[config.mk]
export PLATFORM = sky130hd
export DESIGN_NAME = rst_seq
export DESIGN_NICKNAME = d
export VERILOG_FILES = /design/src/rtl/rsq_pkg.sv /design/src/rtl/rsq_sync.sv /design/src/rtl/rsq_pulse.sv /design/src/rtl/rsq_straps.sv /design/src/rtl/rsq_src.sv /design/src/rtl/rst_seq.sv
export SDC_FILE = /design/constraint.sdc
export NUM_CORES = 1
export LEC_CHECK = 0
export BUFFER_PORTS_ARGS = -buffer_cell sky130_fd_sc_hd__buf_2
export CAP_MARGIN = 20
export CORE_MARGIN = 2
export CORE_UTILIZATION = 41
export DETAILED_ROUTE_END_ITERATION = 7
export PLACE_DENSITY_LB_ADDON = 0.25
export REMOVE_ABC_BUFFERS = 1
export SLEW_MARGIN = 0
export SYNTH_ARGS = -nofsm -noshare
export SYNTH_HDL_FRONTEND = slang
export SYNTH_SLANG_ARGS = --single-unit
[constraint.sdc]
create_clock -name clk -period 1.45 [get_ports clk]
set_clock_uncertainty 0.1 [all_clocks]
set_input_delay 0.2175 -clock clk [delete_from_list [all_inputs] [get_ports clk]]
set_output_delay 0.2175 -clock clk [all_outputs]
set_load 0.02 [all_outputs]
[src/rtl/rsq_pkg.sv]
package rsq_pkg;
   localparam int SRC_PIN  = 0;
   localparam int SRC_WDOG = 1;
   localparam int SRC_SOFT = 2;
   localparam int SRC_N    = 3;

   typedef enum logic [1:0] {
      PM_RUN  = 2'b00,
      PM_IDLE = 2'b01,
      PM_DOWN = 2'b10,
      PM_RSVD = 2'b11
   } pm_t;
endpackage

[src/rtl/rsq_sync.sv]
module rsq_sync #(
   parameter int STAGES = 2
) (
   input  logic clk,
   input  logic arst_n,
   output logic q
);
   logic [STAGES-1:0] chain;

   generate
      if (STAGES < 2) begin : g_bad_stages
         $error("rsq_sync: STAGES must be 2 or more");
      end
   endgenerate

   always_ff @(posedge clk or negedge arst_n) begin
      if (!arst_n) chain <= '0;
      else         chain <= {chain[STAGES-2:0], 1'b1};
   end

   assign q = chain[STAGES-1];
endmodule

[src/rtl/rsq_pulse.sv]
module rsq_pulse #(
   parameter int CLKS = 32
) (
   input  logic clk,
   input  logic arst_n,
   input  logic run,
   input  logic trig,
   output logic active,
   output logic rdy,
   output logic rel
);
   localparam int            CW   = $clog2(CLKS + 1);
   localparam logic [CW-1:0] FULL = CW'(CLKS);

   logic [CW-1:0] cnt;
   logic          rdy_q;

   always_ff @(posedge clk or negedge arst_n) begin
      if (!arst_n) begin
         cnt   <= FULL;
         rdy_q <= 1'b0;
      end else if (trig) begin
         cnt   <= FULL;
         rdy_q <= 1'b0;
      end else begin
         if (!run)              cnt <= FULL;
         else if (cnt != '0)    cnt <= cnt - CW'(1);
         if (run && cnt == '0)  rdy_q <= 1'b1;
      end
   end

   assign active = (cnt != '0);
   assign rdy    = rdy_q;
   assign rel    = run && (cnt == '0) && !rdy_q && !trig;
endmodule

[src/rtl/rsq_straps.sv]
module rsq_straps (
   input  logic clk,
   input  logic arst_n,
   input  logic clr,
   input  logic load,
   input  logic code_in,
   input  logic iso_n_in,
   output logic code_q,
   output logic iso_q
);
   always_ff @(posedge clk or negedge arst_n) begin
      if (!arst_n) begin
         code_q <= 1'b0;
         iso_q  <= 1'b0;
      end else if (clr) begin
         code_q <= 1'b0;
         iso_q  <= 1'b0;
      end else if (load) begin
         code_q <= code_in;
         iso_q  <= !iso_n_in;
      end
   end
endmodule

[src/rtl/rsq_src.sv]
module rsq_src import rsq_pkg::*; (
   input  logic             clk,
   input  logic             arst_n,
   input  logic [SRC_N-1:0] set_vec,
   input  logic             clr_we,
   input  logic [SRC_N-1:0] clr_mask,
   output logic [SRC_N-1:0] src
);
   logic [SRC_N-1:0] keep;

   assign keep = clr_we ? ~clr_mask : '1;

   always_ff @(posedge clk or negedge arst_n) begin
      if (!arst_n) begin
         src          <= '0;
         src[SRC_PIN] <= 1'b1;
      end else begin
         src <= (src & keep) | set_vec;
      end
   end
endmodule

[src/rtl/rst_seq.sv]
module rst_seq import rsq_pkg::*; #(
   parameter int          STATE_CLKS   = 2,
   parameter int          PULSE_STATES = 16,
   parameter int          SYNC_STAGES  = 2,
   parameter logic [15:0] BOOT_ADDR    = 16'h2080
) (
   input  logic        clk,
   input  logic        rst_pin_n,
   input  logic        wdt_req,
   input  logic        sw_req,
   input  logic        code_strap,
   input  logic        iso_strap_n,
   input  logic        src_clr_we,
   input  logic [2:0]  src_clr_mask,
   input  logic        pm_we,
   input  logic [1:0]  pm_val,
   output logic        pin_pd,
   output logic        core_rst_n,
   output logic        code_internal,
   output logic        iso_hiz,
   output logic [2:0]  rst_src,
   output logic [1:0]  pwr_mode,
   output logic [15:0] fetch_addr
);
   localparam int PULSE_CLKS = STATE_CLKS * PULSE_STATES;

   logic             pin_sync;
   logic             trig;
   logic             rel;
   logic             pulse_on;
   logic             run_ok;
   logic [SRC_N-1:0] set_vec;
   pm_t              pm_q;

   generate
      if (STATE_CLKS < 1 || PULSE_STATES < 1) begin : g_bad_pulse
         $error("rst_seq: pulse length parameters must be positive");
      end
      if (SRC_N != 3) begin : g_bad_src
         $error("rst_seq: source record width must match the port");
      end
   endgenerate

   assign trig = wdt_req | sw_req;

   always_comb begin
      set_vec           = '0;
      set_vec[SRC_WDOG] = wdt_req;
      set_vec[SRC_SOFT] = sw_req;
   end

   rsq_sync #(.STAGES(SYNC_STAGES)) u_sync (
      .clk    (clk),
      .arst_n (rst_pin_n),
      .q      (pin_sync)
   );

   rsq_pulse #(.CLKS(PULSE_CLKS)) u_pulse (
      .clk    (clk),
      .arst_n (rst_pin_n),
      .run    (pin_sync),
      .trig   (trig),
      .active (pulse_on),
      .rdy    (run_ok),
      .rel    (rel)
   );

   rsq_straps u_straps (
      .clk      (clk),
      .arst_n   (rst_pin_n),
      .clr      (trig),
      .load     (rel),
      .code_in  (code_strap),
      .iso_n_in (iso_strap_n),
      .code_q   (code_internal),
      .iso_q    (iso_hiz)
   );

   rsq_src u_src (
      .clk      (clk),
      .arst_n   (rst_pin_n),
      .set_vec  (set_vec),
      .clr_we   (src_clr_we),
      .clr_mask (src_clr_mask),
      .src      (rst_src)
   );

   always_ff @(posedge clk or negedge rst_pin_n) begin
      if (!rst_pin_n)           pm_q <= PM_RUN;
      else if (trig)            pm_q <= PM_RUN;
      else if (pm_we && run_ok) pm_q <= pm_t'(pm_val);
   end

   assign pin_pd     = pulse_on;
   assign core_rst_n = run_ok;
   assign pwr_mode   = pm_q;
   assign fetch_addr = BOOT_ADDR;
endmodule

==> run_results.csv <==
group,metric,value,unit
layout,layout.nets,143,
die,dieArea,2459,sq um
route,detail_route.wl_per_cell,10.94,microns
yosys,synth-edff-count,0,
sta,worst_slack,-0.2311,ns
die,start_util,0.4343,
global_route,grt_start_max_net_pins,17,
layout,layout-drive-gt1-share,0.4409,
yosys,synthTopCellsByCount,"buf_4 (16), dfrtp_1 (14), nor3_1 (9), nand2_1 (8), mux2i_1 (4)",
worst_setup_path,r2r_slack,-0.07,ns
sta,hold_violations,0,
die,core,1962,sq um
route,firstDrtPassIters,2,
outcome,violations,"negative setup slack",
global_route,grt_overflow_total,0,
yosys,synth_area_leaders,"dfrtp_1 (41%), buf_4 (14%), dfstp_2 (6.2%)",
die,dieWidth,49.59,microns
yosys,ys_seq_area_frac,0.4728,
clocking,cts_sinks,16,
sta,rsz0062_at_grt,"yes",
global_route,grt_pass1_wl,2.891,mm
layout,seqCellArea,402.9,sq um
min_path,min_path_type,"primary input to flip-flop",
placement,gp_congestion,0.8385,
die,ios,38,
worst_setup_path,reg2reg_from,"u_pulse.cnt[4]$_DFFE_PN0P_",
yosys,synth-simple-area-share,0.1659,
clocking,clkTransAtPathRegs,0.10,ns
worst_setup_path,crit_type,"flip-flop to output pin",
layout,stdcell_count,154,
flow_run,cap_violations,0,
route,wl,1.684,mm
power,power.leakage,0.6221,nW
yosys,synth.area.mux_share,0.04699,
worst_setup_path,critical_path_required,1.13,ns
worst_setup_path,crit_family,"simple AND/OR/NAND/NOR gates",
worst_setup_path,startpoint,"u_pulse.cnt[4]$_DFFE_PN0P_",
yosys,synth_top_area_cell,"dfrtp_1",
power,ir_drop,448.1,uV
worst_setup_path,r2r_cells,6,
layout,multiInputGateArea,411.6,sq um
sta,whs,0.001394,ns
route,drt_iter0_markers,6,
global_route,antenna_found_initial,0,
yosys,synth_top_area_frac,0.4112,
worst_setup_path,r2r_end,"u_pulse.cnt[1]$_DFFE_PN0P_",
worst_setup_path,crit_buf_inv,2,
worst_setup_path,crit_path_top_delay_cell,"or3_4",
placement,place_ws,-0.007733,ns
yosys,synth_seq_cells,16,
sta,timing.final.crit_share,1.159,
worst_setup_path,crit_path_start_kind,"flip-flop",
layout,synthToLayoutAreaGrowth,37.30,%
yosys,synth_xor_area_frac,0.02056,
worst_setup_path,critPathCapture,"pin_pd",
yosys,synth_ff_type,"dfrtp_1",
worst_setup_path,worst-path-max-fanout,2,
worst_setup_path,crit_chain,"or3_4 > nor2_4 > inv_2 > buf_6",
sta,max_clock_freq,594.9,MHz
route,viasPerCell,4.474,
placement,dp_hpwl,1.192,mm
layout,fill_cells,169,
outcome,status,"finished with violations",
power,power,0.0009854,W
placement,port_buffers,21,
yosys,synth.most_common_cell,"buf_4",
worst_setup_path,crit_path_end_kind,"output pin",
route,drc,0,
yosys,synth_area,852.1,sq um
yosys,synth.avg_cell_area,10.14,sq um
placement,dp_cells,142,
sta,finalSetupViolations,6,
route,ant_nets,0,
power,p_per_area,842.4,nW/um^2
yosys,ys_types,29,
die,fp-row-count,16,
worst_setup_path,cp_num_cells,4,
die,fp.dieH,49.59,microns
clocking,clock_latency,0.29,ns
yosys,async_flop_share,1.000,
yosys,synth_top_family_by_area,"simple AND/OR/NAND/NOR gates",
layout,insertedDiodeCount,0,
yosys,ys_warn_count,0,
clocking,cts-htree-levels,1,
clocking,cts_buffers,3,
route,num_vias,689,
yosys,synth-compound-area-share,0.09104,
worst_setup_path,cp_data_arrival_time,1.36,ns
sta,drv_slew,0,
yosys,synthCells,84,
yosys,synthAdderAreaFrac,0.02937,
global_route,grt_pass1_vias,690,
global_route,track_usage,0.1521,
clocking,root_buffer,"clkbuf_4",
layout,fin_util,0.5963,
worst_setup_path,max_stage_delay,0.40,ns
clocking,tritoncts,"done",
sta,finalCriticalPeriod,1.681,ns
clocking,cts_max_path_buffers,2,
kinds of logic after synthesis:
kind of cell / count (synthesis)
other: 2
buffers and inverters: 21
xor gates and xnor gates: 2
adders and majority gates: 2
and+or+nand+nor: 27
AOI/OAI and AO/OA: 10
DFF: 16
muxes: 4
placed cells by master (no fill, tap or decap), types with 2 or more instances in the layout:
cell type,synthesis,final
dlygate4sd3_1,0,2
a21o_1,2,2
dfrtp_1,14,14
buf_4,16,17
nand2_1,8,8
inv_1,3,2
mux2i_1,4,4
nor3_1,9,8
buf_6,0,2
clkbuf_4,0,3
buf_2,1,20
conb_1,2,17
a21oi_1,2,2
xnor2_1,2,2
inv_2,1,2
dfstp_2,2,2
worst min-delay path by stage:
| stage | startpoint | to | cells after the start |
|---|---|---|---|
| after detailed placement | rst_pin_n | u_pulse.cnt[1]$_DFFE_PN0P_ | 1 |
| after CTS | src_clr_we | u_src.src[0]$_DFF_PN1_ | 2 |
| final | src_clr_we | u_src.src[0]$_DFF_PN1_ | 2 |
| after floorplan | rst_pin_n | pwr_mode[0]$_DFFE_PN0P_ | 0 |
| after global placement | rst_pin_n | u_pulse.cnt[1]$_DFFE_PN0P_ | 1 |
| after global routing | src_clr_we | u_src.src[0]$_DFF_PN1_ | 2 |
per-stage QoR:
step                      instance area, sq um  TNS [ns]
after floorplan                          783.3  -0.02956
final                                     1170   -0.3843
after detailed placement                  1012  -0.01083
after global placement                    1012         0
after global routing                      1170    -1.024
after CTS                                 1140   -0.3345
registers in the layout, summed over array words and instances, names as in the netlist:
register and flops:
u_sync.chain 2, u_src.src 3, u_straps.iso_q 1, pwr_mode 2, u_straps.code_q 1, u_pulse.cnt 6
u_pulse.rdy 1
power breakdown:
part	switching [W]	total (W)	internal (W)
Sequential	0.00000978	0.000472	0.000462
Combinational	0.000120	0.000215	0.0000952
Clock	0.000146	0.000299	0.000153
Total	0.000275	0.000985	0.000710
final cells by class:
type,instances,share of cell area
inverter,4,0.01283
clock buffer,4,0.03102
tap,27,0.02888
multi-input combinational,62,0.3519
sequential,16,0.3444
timing repair buffer,41,0.2310
routing by layer:
layer / share of wire / vias to the layer above / global-route usage
li1: - / 340 / -
met1: 0.43 / 326 / 0.1907
met2: 0.52 / 21 / 0.2533
met3: 0.035 / 2 / 0.02727
met4: 0.010 / 0 / 0.06944
met5: 0 / - / 0
timing repair:
item | CTS | global route
hold endpoints to repair | 15 | 0
buffers inserted | 4 | 2
resized for setup | 11 | 3
hold buffers | 2 | 0
pin swaps | 5 | 1
endpoints found under the setup margin | 4 | 8
(Power assumes the default switching activity.)
